<file path="config.mk">
export PLATFORM = sky130hd
export DESIGN_NAME = rtc_pwroff_regs
export DESIGN_NICKNAME = d
export VERILOG_FILES = /design/src/rtl/rtc_pkg.sv /design/src/rtl/rtc_decode.sv /design/src/rtl/rtc_counter.sv /design/src/rtl/rtc_ctrl.sv /design/src/rtl/rtc_pwroff_regs.sv
export SDC_FILE = /design/constraint.sdc
export NUM_CORES = 1
export LEC_CHECK = 0
export ABC_AREA = 1
export BUFFER_PORTS_ARGS = -buffer_cell sky130_fd_sc_hd__buf_2
export CORE_MARGIN = 5
export CORE_UTILIZATION = 48
export DETAILED_ROUTE_END_ITERATION = 16
export PLACE_DENSITY = 0.76
export SYNTH_ARGS = -nofsm -noshare
export SYNTH_HDL_FRONTEND = slang
export SYNTH_SLANG_ARGS = --single-unit
</file>
<file path="constraint.sdc">
create_clock -name clk -period 2 [get_ports clk]
set_input_delay 0.4 -clock clk [delete_from_list [all_inputs] [get_ports clk]]
set_output_delay 0.4 -clock clk [all_outputs]
set_load 0.02 [all_outputs]
</file>
<file path="src/rtl/rtc_pkg.sv">
package rtc_pkg;
    localparam int unsigned ADDR_W = 12;
    localparam int unsigned DATA_W = 32;

    typedef struct packed {
        logic ctrl;
        logic hi;
        logic lo;
    } sel_t;
endpackage

</file>
<file path="src/rtl/rtc_decode.sv">
module rtc_decode
    import rtc_pkg::*;
#(
    parameter logic [ADDR_W-1:0] OFF_CTRL = 12'h038,
    parameter logic [ADDR_W-1:0] OFF_HI   = 12'h050,
    parameter logic [ADDR_W-1:0] OFF_LO   = 12'h054
) (
    input  logic [ADDR_W-1:0] addr,
    output sel_t              sel
);
    logic aligned;

    always_comb begin
        aligned  = (addr[1:0] == 2'b00);
        sel.ctrl = aligned && (addr == OFF_CTRL);
        sel.hi   = aligned && (addr == OFF_HI);
        sel.lo   = aligned && (addr == OFF_LO);
    end
endmodule

</file>
<file path="src/rtl/rtc_counter.sv">
module rtc_counter #(
    parameter int unsigned HI_W = 15,
    parameter int unsigned LO_W = 32,
    localparam int unsigned CNT_W = HI_W + LO_W
) (
    input  logic             clk,
    input  logic             rst_n,
    input  logic             tick,
    input  logic             wr_hi,
    input  logic             wr_lo,
    input  logic [HI_W-1:0]  hi_data,
    input  logic [LO_W-1:0]  lo_data,
    output logic [CNT_W-1:0] count
);
    typedef struct packed {
        logic [CNT_W-1:0] cnt;
    } state_t;

    state_t st_d, st_q;

    always_comb begin
        st_d = st_q;
        if (wr_hi) begin
            st_d.cnt[CNT_W-1:LO_W] = hi_data;
        end else if (wr_lo) begin
            st_d.cnt[LO_W-1:0] = lo_data;
        end else if (tick) begin
            st_d.cnt = st_q.cnt + CNT_W'(1);
        end
    end

    always_ff @(posedge clk) begin
        if (!rst_n) st_q <= '0;
        else        st_q <= st_d;
    end

    assign count = st_q.cnt;
endmodule

</file>
<file path="src/rtl/rtc_ctrl.sv">
module rtc_ctrl #(
    parameter int unsigned DATA_W   = 32,
    parameter int unsigned OFF_BIT  = 6,
    parameter int unsigned PDEN_BIT = 5
) (
    input  logic              clk,
    input  logic              rst_n,
    input  logic              wr,
    input  logic [DATA_W-1:0] wdata,
    output logic [DATA_W-1:0] ctrl,
    output logic              req
);
    typedef struct packed {
        logic [DATA_W-1:0] ctrl;
        logic              req;
    } state_t;

    state_t st_d, st_q;

    always_comb begin
        st_d     = st_q;
        st_d.req = wr && wdata[OFF_BIT] && wdata[PDEN_BIT];
        if (wr) st_d.ctrl = wdata;
    end

    always_ff @(posedge clk) begin
        if (!rst_n) st_q <= '0;
        else        st_q <= st_d;
    end

    assign ctrl = st_q.ctrl;
    assign req  = st_q.req;
endmodule

</file>
<file path="src/rtl/rtc_pwroff_regs.sv">
module rtc_pwroff_regs
    import rtc_pkg::*;
#(
    parameter int unsigned       HI_W     = 15,
    parameter logic [ADDR_W-1:0] OFF_CTRL = 12'h038,
    parameter logic [ADDR_W-1:0] OFF_HI   = 12'h050,
    parameter logic [ADDR_W-1:0] OFF_LO   = 12'h054,
    parameter int unsigned       OFF_BIT  = 6,
    parameter int unsigned       PDEN_BIT = 5,
    localparam int unsigned      LO_W     = DATA_W,
    localparam int unsigned      CNT_W    = HI_W + LO_W
) (
    input  logic              clk,
    input  logic              rst_n,
    input  logic              tick_en,
    input  logic [ADDR_W-1:0] addr,
    input  logic              wr_en,
    input  logic              rd_en,
    input  logic [DATA_W-1:0] wdata,
    output logic [DATA_W-1:0] rdata,
    output logic              pwroff_req
);
    sel_t              sel;
    logic [CNT_W-1:0]  count_w;
    logic [DATA_W-1:0] ctrl_w;
    logic [DATA_W-1:0] rdata_d, rdata_q;

    rtc_decode #(
        .OFF_CTRL (OFF_CTRL),
        .OFF_HI   (OFF_HI),
        .OFF_LO   (OFF_LO)
    ) u_decode (
        .addr (addr),
        .sel  (sel)
    );

    rtc_counter #(
        .HI_W (HI_W),
        .LO_W (LO_W)
    ) u_counter (
        .clk     (clk),
        .rst_n   (rst_n),
        .tick    (tick_en),
        .wr_hi   (wr_en && sel.hi),
        .wr_lo   (wr_en && sel.lo),
        .hi_data (wdata[HI_W-1:0]),
        .lo_data (wdata[LO_W-1:0]),
        .count   (count_w)
    );

    rtc_ctrl #(
        .DATA_W   (DATA_W),
        .OFF_BIT  (OFF_BIT),
        .PDEN_BIT (PDEN_BIT)
    ) u_ctrl (
        .clk   (clk),
        .rst_n (rst_n),
        .wr    (wr_en && sel.ctrl),
        .wdata (wdata),
        .ctrl  (ctrl_w),
        .req   (pwroff_req)
    );

    always_comb begin
        rdata_d = rdata_q;
        if (rd_en) begin
            if (sel.ctrl)    rdata_d = ctrl_w;
            else if (sel.hi) rdata_d = {{(DATA_W-HI_W){1'b0}}, count_w[CNT_W-1:LO_W]};
            else if (sel.lo) rdata_d = count_w[LO_W-1:0];
            else             rdata_d = '0;
        end
    end

    always_ff @(posedge clk) begin
        if (!rst_n) rdata_q <= '0;
        else        rdata_q <= rdata_d;
    end

    assign rdata = rdata_q;
endmodule

</file>
==> qor.yml <==
finish:
  area_growth_pct: 17.43
  drive_gt1_frac: 0.1525
  diodes: 0
  mostFrequentLayoutCell: "nand2_1"
  layout.nets: 1245
  multiInputGateArea_sq_um: 3749
  final_area_sq_um: 7764
  regArea_sq_um: 2242
  fillCellCount: 1354
  fin_util: 0.5794
  mostFrequentLayoutCells: "327 x nand2_1, 215 x nor2_1, 112 x dfxtp_1, 97 x inv_1, 81 x buf_2"
routing:
  drc_errors: 0
  ant_nets: 0
  wl_microns: 21680
  routedWlPerCell_microns: 15.75
  viasPerCell: 5.275
  vias: 7258
  drtPass1Iterations: 5
  drtIter0Drc: 648
critical_path:
  cp_data_arrival_time_ns: 2.07
  worstSetupStartpoint: "u_counter.count[0]$_SDFFE_PN0P_"
  rrSetupSlack_ns: 0.18
  crit_end: "u_counter.count[16]$_SDFFE_PN0P_"
  worstSetupEndpointType: "flop"
  r2r-start: "u_counter.count[0]$_SDFFE_PN0P_"
  critical_path_required_ns: 2.25
  rr_endpoint: "u_counter.count[16]$_SDFFE_PN0P_"
  path_max_fanout: 5
  worstSetupPathType: "reg2reg"
  startpoint_type: "flop"
  worst-r2r-cell-count: 10
sta:
  fmax_ghz: 0.5482
  post-route-period-util: 0.9120
  final-max-slew-violation-count: 0
  finalSetupTns_ns: 0
  rsz0062_at_grt: "false"
  setup_viol: 0
  period_needed_ns: 1.824
  worst_slew_margin_rel: 0.6746
  fin_skew_ns: 0.007893
  hold_viol_final: 0
  worstMarginPinSlew_ns: 0.4864
floorplanning:
  die_w_microns: 127.4
  core_sq_um: 13400
  io_pins: 82
  fp.dieArea_sq_um: 16220
  rows: 42
  die_height_microns: 127.4
  start_util: 0.4934
synth:
  synth-simple-area-share: 0.4090
  synth_xor_area_frac: 0.01457
  synth_warnings: 0
  synth_compound_gate_area_share: 0.1397
  syn_nets: 1149
  syn_area_sq_um: 6611
  synth_top_family_by_area: "simple AND/OR/NAND/NOR gates"
  synthArstFlopShare: 0
  ys_types: 31
  synth-seq-cells: 112
  synth-main-ff-cell: "dfxtp_1"
  avgSynthCellArea_sq_um: 6.016
  syn_inst: 1099
  synthMuxAreaShare: 0
  synth_edf_count: 0
  synthAdderAreaFrac: 0.001893
  seq_area_frac_synth: 0.3391
clocking:
  clk_pin_slew_ns: 0.08
  root_buffer: "clkbuf_16"
  cts_setup_buffers: 0
  h-tree-depth: 3
  cts_buffers: 9
  clk_latency_ns: 0.37
  cts_buffer_depth: 2
  tritoncts: "built"
  cts_sinks: 112
grt:
  grt_first_pass_wirelength_microns: 34900
  grt_max_degree: 41
  groute.usage.overall: 0.2697
  grt_pass1_vias: 6754
  grt-ovfl-total: 0
  antenna_found_initial: 0
placement:
  postPlaceCellArea_sq_um: 7450
  io_buffers: 81
  hpwl_microns: 16250
  gp_congestion: 1.003
power:
  vdd_drop_max_mv: 0.5809
  p_leak_uw: 0.003149
  pwr_density_cell_nw_per_um2: 581.2
worst_hold_path:
  worstHoldPathType: "in2reg"
run_status:
  status: "finished, final reports clean"
job:
  drv_cap: 0
[worst min-delay path by stage]
stage	start	endpoint	slack, ns	cells past startpoint
after floorplan	u_ctrl.ctrl[16]$_SDFFE_PN0P_	u_ctrl.ctrl[16]$_SDFFE_PN0P_	0.43	2
after global placement	u_ctrl.ctrl[20]$_SDFFE_PN0P_	u_ctrl.ctrl[20]$_SDFFE_PN0P_	0.44	2
after detailed placement	u_ctrl.ctrl[20]$_SDFFE_PN0P_	u_ctrl.ctrl[20]$_SDFFE_PN0P_	0.45	2
after CTS	wdata[3]	u_ctrl.ctrl[3]$_SDFFE_PN0P_	0.30	3
after global routing	wdata[5]	u_ctrl.req$_SDFF_PN0_	0.31	3
final	wdata[3]	u_ctrl.ctrl[3]$_SDFFE_PN0P_	0.31	3
[worst max-delay path, stage by stage (launching register included)]
cell and delay [ns]:
dfxtp_1 0.37, ha_1 0.24, inv_1 0.12, nor2_2 0.18, nand2_2 0.12, nor2_2 0.13
buf_4 0.16, xor2_1 0.17, nand2_1 0.07, nand3_1 0.08, a21oi_1 0.06
[layer usage]
layer	GRT usage	part of all wire
met1	0.3613	0.45
met2	0.4261	0.44
met3	0.05676	0.077
met4	0.1041	0.029
met5	0	0
[cell type report]
class	count	area share
Clock inverter	4	0.004512
Tap cell	176	0.02836
Timing Repair Buffer	132	0.1112
Clock buffer	12	0.03433
Inverter	103	0.04996
Sequential cell	112	0.2888
Multi-Input combinational cell	837	0.4828
[kinds of logic (layout without fill, tap and decap cells)]
logic type	count (synthesis)	in the layout
flops	112	112
buf+inv	150	251
xor+xnor	11	11
simple gates	661	661
fa+ha+maj	1	1
compound gates	164	164
[where the power goes]
group / internal, uW / total, uW / switching [uW]
clock: 962 / 1840 / 880
sequential: 2260 / 2280 / 22.2
combinational: 143 / 391 / 248
[through the flow]
step | power (uW) | hold slack, ns | setup WS [ns] | std cells
2_1_floorplan | 2546 | 0.4294 | 0.4017 | 1099
3_3_place_gp | 2714 | 0.4380 | 0.1253 | 1360
3_5_place_dp | 2718 | 0.4455 | 0.08293 | 1360
4_1_cts | 4536 | 0.2951 | 0.1230 | 1376
5_1_grt | 4678 | 0.3093 | 0.0005818 | 1376
6_report | 4513 | 0.3078 | 0.1760 | 1376
[synth_stat cells (4+ instances only)]
| cell | n | area (sq um) |
|---|---|---|
| buf_4 | 4 | 30.03 |
| buf_2 | 7 | 35.03 |
| nand4_1 | 11 | 68.82 |
| inv_1 | 97 | 364.1 |
| buf_6 | 6 | 67.56 |
| clkbuf_1 | 30 | 112.6 |
| nor2_1 | 220 | 825.8 |
| xor2_1 | 5 | 43.79 |
| inv_2 | 4 | 15.01 |
| o21ai_1 | 6 | 30.03 |
| nand2_2 | 5 | 31.28 |
| o221ai_1 | 16 | 140.1 |
| o21ai_0 | 46 | 230.2 |
| nand3_1 | 72 | 360.4 |
| xnor2_1 | 6 | 52.55 |
| dfxtp_1 | 112 | 2242 |
| a21oi_1 | 79 | 395.4 |
| o211ai_1 | 17 | 127.6 |
| nor2_2 | 13 | 81.33 |
| nand2_1 | 327 | 1227 |
[sequential cells by signal, summed over array words and instances (netlist names)]
signal	flops
u_ctrl.req	1
rdata	32
u_counter.count	47
u_ctrl.ctrl	32
[what timing repair did]
action / CTS / global route
setup endpoints to repair: 0 / 5
hold buffers: 0 / 0
gates resized for setup: 0 / 5
Note: power is estimated with default switching activity, not from simulation.
